## config.mk

```make
export PLATFORM = sky130hd
export DESIGN_NAME = scaled_agu
export DESIGN_NICKNAME = d
export VERILOG_FILES = /design/src/rtl/scaled_agu_pkg.sv /design/src/rtl/agu_disp_ext.sv /design/src/rtl/agu_scaler.sv /design/src/rtl/agu_rules.sv /design/src/rtl/scaled_agu.sv
export SDC_FILE = /design/constraint.sdc
export NUM_CORES = 1
export LEC_CHECK = 0
export ABC_AREA = 0
export BUFFER_PORTS_ARGS = -buffer_cell sky130_fd_sc_hd__buf_4
export CAP_MARGIN = 5
export CORE_MARGIN = 2
export CORE_UTILIZATION = 49
export DETAILED_ROUTE_END_ITERATION = 6
export PLACE_DENSITY_LB_ADDON = 0.3
export SYNTH_ARGS = -nofsm -noshare
export SYNTH_HDL_FRONTEND = slang
export SYNTH_SLANG_ARGS = --single-unit
```

## constraint.sdc

```tcl
create_clock -name clk -period 1.1 [get_ports clk]
set_clock_uncertainty 0.1 [all_clocks]
set_input_delay 0.165 -clock clk [delete_from_list [all_inputs] [get_ports clk]]
set_output_delay 0.165 -clock clk [all_outputs]
set_load 0.02 [all_outputs]
```

## src/rtl/scaled_agu_pkg.sv

```systemverilog
package scaled_agu_pkg;

    localparam int ADDR_W   = 32;
    localparam int REG_W    = 3;
    localparam int SCALE_W  = 2;
    localparam int NARROW_W = 8;
    localparam int MODE_W   = 3;
    localparam int SP_REG   = 4;

    typedef enum logic [MODE_W-1:0] {
        AM_REG_IND   = 3'd0,
        AM_BASE_DISP = 3'd1,
        AM_IDX_DISP  = 3'd2,
        AM_BASE_IDX  = 3'd3,
        AM_FULL      = 3'd4
    } agu_mode_e;

    typedef struct packed {
        logic              vld;
        logic [ADDR_W-1:0] ea;
        logic              ill;
    } agu_out_t;

endpackage

```

## src/rtl/agu_disp_ext.sv

```systemverilog
module agu_disp_ext #(
    parameter int AW = 32,
    parameter int NW = 8
) (
    input  logic [AW-1:0] disp_raw,
    input  logic          wide,
    output logic [AW-1:0] disp_ext
);
    localparam int PAD = AW - NW;

    always_comb begin
        if (wide) disp_ext = disp_raw;
        else      disp_ext = {{PAD{disp_raw[NW-1]}}, disp_raw[NW-1:0]};
    end
endmodule

```

## src/rtl/agu_scaler.sv

```systemverilog
module agu_scaler #(
    parameter int AW = 32,
    parameter int SW = 2
) (
    input  logic [AW-1:0] idx,
    input  logic [SW-1:0] code,
    output logic [AW-1:0] scaled
);
    localparam int NSTEP = 1 << SW;

    logic [AW-1:0] cand [NSTEP];

    for (genvar g = 0; g < NSTEP; g++) begin : g_step
        assign cand[g] = idx << g;
    end

    assign scaled = cand[code];
endmodule

```

## src/rtl/agu_rules.sv

```systemverilog
module agu_rules
    import scaled_agu_pkg::*;
#(
    parameter int RW    = 3,
    parameter int SP_ID = 4
) (
    input  logic [MODE_W-1:0] mode,
    input  logic [RW-1:0]     index_sel,
    input  logic              wide,
    output logic              use_base,
    output logic              use_index,
    output logic              use_disp,
    output logic              bad
);
    logic known;

    always_comb begin
        known     = 1'b1;
        use_base  = 1'b0;
        use_index = 1'b0;
        use_disp  = 1'b0;
        case (mode)
            AM_REG_IND:   use_base = 1'b1;
            AM_BASE_DISP: begin use_base = 1'b1; use_disp = 1'b1; end
            AM_IDX_DISP:  begin use_index = 1'b1; use_disp = 1'b1; end
            AM_BASE_IDX:  begin use_base = 1'b1; use_index = 1'b1; end
            AM_FULL:      begin use_base = 1'b1; use_index = 1'b1; use_disp = 1'b1; end
            default:      known = 1'b0;
        endcase
        bad = !known
            || (use_index && index_sel == RW'(SP_ID))
            || (mode == AM_IDX_DISP && !wide);
    end
endmodule

```

## src/rtl/scaled_agu.sv

```systemverilog
module scaled_agu
    import scaled_agu_pkg::*;
(
    input  logic                clk,
    input  logic                rst_n,
    input  logic                in_valid,
    input  logic [MODE_W-1:0]   mode,
    input  logic [ADDR_W-1:0]   base_val,
    input  logic [REG_W-1:0]    index_sel,
    input  logic [ADDR_W-1:0]   index_val,
    input  logic [SCALE_W-1:0]  scale_code,
    input  logic [ADDR_W-1:0]   disp,
    input  logic                disp_wide,
    output logic                out_valid,
    output logic [ADDR_W-1:0]   eff_addr,
    output logic                illegal
);
    logic [ADDR_W-1:0] disp_x;
    logic [ADDR_W-1:0] idx_sc;
    logic              use_base, use_index, use_disp, bad;
    agu_out_t          res_d, res_q;

    agu_disp_ext #(.AW(ADDR_W), .NW(NARROW_W)) u_disp (
        .disp_raw (disp),
        .wide     (disp_wide),
        .disp_ext (disp_x)
    );

    agu_scaler #(.AW(ADDR_W), .SW(SCALE_W)) u_scale (
        .idx    (index_val),
        .code   (scale_code),
        .scaled (idx_sc)
    );

    agu_rules #(.RW(REG_W), .SP_ID(SP_REG)) u_rules (
        .mode      (mode),
        .index_sel (index_sel),
        .wide      (disp_wide),
        .use_base  (use_base),
        .use_index (use_index),
        .use_disp  (use_disp),
        .bad       (bad)
    );

    always_comb begin
        res_d     = res_q;
        res_d.vld = in_valid;
        if (in_valid) begin
            res_d.ill = bad;
            if (bad) res_d.ea = '0;
            else     res_d.ea = (use_base  ? base_val : '0)
                              + (use_index ? idx_sc   : '0)
                              + (use_disp  ? disp_x   : '0);
        end
    end

    always_ff @(posedge clk or negedge rst_n) begin
        if (!rst_n) res_q <= '0;
        else        res_q <= res_d;
    end

    assign out_valid = res_q.vld;
    assign eff_addr  = res_q.ea;
    assign illegal   = res_q.ill;
endmodule

```

==> flow_summary.ini, run 1 <==
[global_routing]
antenna_found_initial = 0
grt_use_total_pct = 29.52
overflow = 0
grt_max_degree = 35
grt_pass1_vias = 5564
grt_first_pass_wirelength_um = 27080

[setup_path]
worstRegToRegCells = 2
rrSetupSlack_ns = -0.34
start_kind = input port
startpoint = mode[0]
critPathArrivalTime_ns = 3.78
setup.worst_path.end_class = flop
r2r-end = eff_addr[30]
cp_data_required_time_ns = 1.19
path_max_fanout = 4
r2r_start = eff_addr[30]
endpoint = eff_addr[27]
path_class = input port to flop

[worst_hold_path]
min_path_type = input port to flop

[routing]
dr.pass1.iters = 7
drtIter0Drc = 440
routed_wirelength_um = 19410
vias_per_cell = 5.754
vias = 5898
wl_per_cell_um = 18.93
ant_nets = 0
drc_errors = 0

[final_layout]
final_common_cell = buf_4
fillers = 620
multiInputGateArea_sq_um = 4303
nets = 1058
area_delta_synth_final_pct = 61.83
final_cell_mix = 256 x buf_4, 106 x nand2_1, 69 x inv_1
drive_above_1_share_pct = 46.91
antennaDiodeCount = 0
fin_cells = 1025
regArea_sq_um = 850.8

[timing]
final_hold_viol_count = 0
rsz0062_at_grt = yes
setup_slack_ns = -2.594
setup_viol = 57
max_freq_mhz = 270.7
setup-tns-final_ns = -67.20
period_minus_slack_ns = 3.694
slew_violations = 0
hold_ws_ns = 0.04446
finalCritPeriodShare_pct = 335.8
relSlewSlack_pct = 69.58
worst_pin_slew_ns = 0.4563

[place]
gp_congestion = 1.005
dp_cells = 976
dpl.hpwl_um = 13510
pre_cts_ws_ns = -2.829
port_buffers = 141

[clock_tree]
cts_tree = yes
clock_latency_ns = 0.30
numCtsBuffers = 5
cts_sinks = 34
h-tree-depth = 2
clock_path_buffers = 2
clk_pin_slew_ns = 0.09
cts_root_buffer = clkbuf_8

[pwr]
p_per_area_nw_per_um2 = 1111
p_leak_nw = 4.375
vdd_drop_max_mv = 1.083
power_mw = 9.329

[floorplan]
dieArea_sq_um = 11420
coreArea_sq_um = 10320
io_pins = 142
die_x_um = 106.9
fp.dieH_um = 106.9
initial_utilization_pct = 50.24
rows = 37

[yosys]
syn-cell-area_sq_um = 5186
synth_edf_count = 0
synth.avg_cell_area_sq_um = 8.586
synth_cell_types = 65
yosys.area.top_type = dfrtp_1
ys_top_cells_by_area = dfrtp_1 16%, fa_1 12%, mux4_2 12%, nand2_1 8.0%, ha_1 7.2%
async_reset_ff_share_pct = 100.0
ys.flop_type = dfrtp_1
syn-instance-count = 604
syn_nets = 774
ys_seq_area_share_pct = 16.41
synth-warning-count = 0
synth_top_cell_area_share_pct = 16.41
synth-seq-cells = 34

[outcome]
violations = negative setup slack
status = complete, but fails checks

[job]
drv_cap = 0
[area by class of cell]
type                            instances  share of cell area (%)
Clock inverter                          3                  0.8199
Inverter                               72                   3.220
Multi-Input combinational cell        460                   51.27
Sequential cell                        34                   10.14
Tap cell                              136                   2.027
Clock buffer                            5                  0.8199
Timing Repair Buffer                  315                   31.71
[worst min-delay path by stage]
stage | endpoint | cells past startpoint | start
global route | out_valid | 2 | in_valid
detailed placement | eff_addr[25] | 1 | rst_n
global placement | eff_addr[25] | 1 | rst_n
finish | out_valid | 2 | in_valid
floorplan | eff_addr[0] | 0 | rst_n
CTS | out_valid | 2 | in_valid
[per-layer routing]
metal  global-route usage (%)  vias to the layer above  wire (um)
met1                    41.04                     2801       7716
li1                         -                     2712          -
met5                        0                        -          0
met2                    50.23                      325       9666
met3                    2.371                       60       1333
met4                    7.143                        0        692
[worst max-delay path, stage by stage]
cell and delay, ns:
buf_6 0.09, or3b_4 0.43, o21ai_4 0.10, buf_4 0.15, nand2_1 0.08, fa_1 0.53, inv_1 0.05, ha_1 0.32
o21ai_0 0.36, nor2_2 0.11, a211o_4 0.37, o211ai_4 0.22, a211oi_2 0.12, or4_1 0.42, a32o_1 0.28
[cells by family after synthesis]
group	count (synthesis)	share of synthesized area, %
fa+ha+maj	62	19.59
flops	34	16.41
mux	33	13.17
compound gates	158	22.82
buf+inv	110	8.034
xor+xnor	20	3.643
simple gates	187	16.33
[registers in the layout, summed over array words and instances (netlist names)]
name,count
eff_addr,32
illegal,1
out_valid,1
[per-stage QoR]
stage / instance area, sq um / util [%]
6_report: 8393 / 81.30
3_5_place_dp: 7392 / 71.60
5_1_grt: 8393 / 81.30
3_3_place_gp: 7392 / 71.60
4_1_cts: 7951 / 77.02
2_1_floorplan: 5331 / -
[what timing repair did]
item                                    CTS  global route
cloned                                    2             0
pin swaps                                27            31
buffers inserted                         22            20
resized for setup                        52            70
hold buffers                              1             0
endpoints found under the setup margin   56            65
hold endpoints to repair                 34             0
[report_power, final]
part | switching [mW] | total (mW) | internal [mW]
Combinational | 2.99 | 6.08 | 3.10
Sequential | 0.248 | 1.76 | 1.52
Clock | 0.571 | 1.48 | 0.910
Total | 3.81 | 9.33 | 5.52
[cell usage after synthesis (4+ instances only)]
master	instances
nand2_1	111
inv_1	72
a21o_1	40
dfrtp_1	34
fa_1	32
clkbuf_1	31
ha_1	30
a21oi_1	28
mux4_2	28
nor2_1	21
a22o_1	19
o211ai_1	10
o21ai_0	10
xor2_1	10
xnor2_1	9
nand4_1	8
and3_1	7
a211oi_1	6
nor3_1	6
nand2b_1	5
nand3_1	5
and2_1	4
buf_1	4
o21ai_1	4
(Power assumes the default switching activity.)
==> run 2: changes to the inputs <==
- ABC_AREA: 0 -> 1
- CORE_UTILIZATION: 49 -> 50
- SKIP_LAST_GASP: unset -> 1
==> run 2 against run 1 <==
First-iteration DRC count up 84%. Combinational power up 50%. Area after synthesis is 11% higher. Design area is 16% higher. Sequential power fell by 3%. Largest power group unchanged. Largest cell class unchanged. Routed wire length rose by 32%. The flow finishes with violations (design-rule violations, negative setup slack). Die area is 8.0% higher. Register-to-register slack improved by 0.55 ns. Clock-buffer cell count up 1. Clock power is 8% lower.
==> flow_summary.ini, run 2 <==
[outcome]
status = complete, but fails checks
violations = design-rule violations, negative setup slack

[final_layout]
final_common_cell = nand2_1
final_cell_mix = 346 x nand2_1, 239 x buf_4, 134 x inv_1
drive_above_1_share_pct = 45.52
largest_reg_flops = 32
nets = 1399
utilization_pct = 86.14
antennaDiodeCount = 0
area_delta_synth_final_pct = 70.06

[yosys]
synth-seq-cells = 34
synth-warning-count = 0
synth_edf_count = 0
synth_cell_types = 38
ys.flop_type = dfrtp_1
synth_top_cell_area_share_pct = 28.08
async_reset_ff_share_pct = 100.0
synth_common_cells = 429 x nand2_1, 158 x inv_1, 70 x nand3_1, 56 x nor2_1, 34 x dfrtp_1
synth.avg_cell_area_sq_um = 5.912
ys_top_cells_by_area = nand2_1 28%, dfrtp_1 15%, fa_1 11%, inv_1 10%, ha_1 6.5%
syn-instance-count = 970
yosys.area.top_type = nand2_1
syn-cell-area_sq_um = 5734
syn_nets = 1140
synthMostInstantiatedCell = nand2_1
ys_seq_area_share_pct = 14.84

[timing]
period_minus_slack_ns = 2.889
slew_violations = 0
finalCritPeriodShare_pct = 262.6
rsz0062_at_grt = yes
setup_slack_ns = -1.789
max_freq_mhz = 346.2
final_hold_viol_count = 0
setup_viol = 34
worst_pin_slew_ns = 0.4849
hold_ws_ns = 0.005619
relSlewSlack_pct = 67.33

[setup_path]
cp_data_required_time_ns = 1.15
start_kind = input port
path_max_fanout = 5
worstRegToRegCells = 3
crit_path_top_delay_cell = fa_1
worst_path_largest_cell_delay_ns = 0.51
startpoint = mode[0]
cp_common_cell = nand2_4
critPathArrivalTime_ns = 2.94
crit_chain = buf_12, inv_2, nand2_4, nand3_4, nand2_4, inv_6, buf_12, buf_4, nand2_1, fa_1, inv_1, ha_4, nand2_4, nor2_4, inv_2, nor3_2, nand2_2, nand2_4, buf_4, nand2_1, nand2_1, o21ai_1
path_class = input port to flop
setup.worst_path.end_class = flop
r2r_start = eff_addr[29]

[global_routing]
grt_first_pass_wirelength_um = 32550
grt_use_total_pct = 31.87
overflow = 0
grt_pass1_vias = 7101
grt_max_degree = 35
antenna_found_initial = 0

[clock_tree]
cts_root_buffer = clkbuf_16
h-tree-depth = 2
clock_latency_ns = 0.27
cts_sinks = 34
clock_path_buffers = 2
cts_tree = yes
clk_pin_slew_ns = 0.05
numCtsBuffers = 5

[pwr]
power_mw = 12.15
vdd_drop_max_mv = 1.339
p_leak_nw = 5.398
p_per_area_nw_per_um2 = 1246

[job]
drv_cap = 0

[routing]
wl_per_cell_um = 18.64
vias_per_cell = 5.817
routed_wirelength_um = 25560
dr.pass1.iters = 7
drc_errors = 1
drtIter0Drc = 809
vias = 7975
ant_nets = 0

[place]
port_buffers = 141
gp_congestion = 0.9827
dpl.hpwl_um = 15270

[worst_hold_path]
min_path_type = input port to flop
hold_start = in_valid
hold_path_depth = 2

[floorplan]
fp.dieH_um = 111.1
dieArea_sq_um = 12340
die_x_um = 111.1
initial_utilization_pct = 50.65
io_pins = 142
coreArea_sq_um = 11320
rows = 39
-- run 2: cell families after synthesis --
kind of cell	Yosys count	share of synthesized area [%]
compound gates	63	6.851
buf+inv	191	13.07
fa+ha+maj	62	17.72
flops	34	14.84
mux	27	4.713
simple gates	586	41.74
xor+xnor	7	1.069
-- run 2: worst max-delay path: cells and delay by family --
| family | cells | cell delay (ns) |
|---|---|---|
| simple gates | 11 | 1.07 |
| fa+ha+maj | 2 | 0.83 |
| buf+inv | 8 | 0.77 |
| compound gates | 1 | 0.07 |
-- run 2: layout make-up --
type                       count  area (sq um)
sequential                    34         850.8
fill                         596          1569
timing repair buffer         281          2429
clock buffer                   6         138.9
inverter                     162         620.6
multi-input combinational    745          5534
tap                          143         178.9
-- run 2: report_power, final --
group / switching [mW] / total, mW / internal [mW]
clock network: 0.486 / 1.36 / 0.873
registers: 0.168 / 1.70 / 1.53
logic: 5.08 / 9.10 / 4.01
total: 5.74 / 12.2 / 6.42
-- run 2: path summary, 6_finish.rpt --
check	slack, ns	end
max	-1.79	eff_addr[14]
max reg2reg	0.21	eff_addr[29]
min in group asynchronous	0.26	eff_addr[5]
min reg2reg	0.39	eff_addr[27]
max in group asynchronous	0.31	out_valid
min	0.006	out_valid
-- run 2: per-stage QoR --
| stage | instances | area, sq um | TNS (ns) | setup slack (ns) |
|---|---|---|---|---|
| final | 1371 | 9752 | -50.00 | -1.789 |
| after CTS | 1355 | 9016 | -44.08 | -1.509 |
| after global placement | 1324 | 8075 | -55.91 | -1.980 |
| after floorplan | 970 | 6185 | -44.54 | -1.586 |
| after global routing | 1371 | 9752 | -53.10 | -2.009 |
| after detailed placement | 1324 | 8075 | -57.12 | -2.041 |
-- run 2: what timing repair did --
action,in CTS,in global routing
setup endpoints to repair,34,43
hold buffers,1,0
cloned,3,0
gates resized for setup,134,158
pin swaps,65,92
setup buffers,21,19
hold endpoints to repair,34,0
-- run 2: routing by layer --
| metal | vias to the layer above | wire length, um | part of all wire [%] | global-route usage (%) |
|---|---|---|---|---|
| li1 | 3498 | - | - | - |
| met1 | 3560 | 8946 | 35 | 39.87 |
| met2 | 700 | 11810 | 46 | 54.72 |
| met3 | 217 | 2608 | 10 | 5.030 |
| met4 | 0 | 2189 | 8.6 | 13.50 |
| met5 | - | 0 | 0 | 0 |
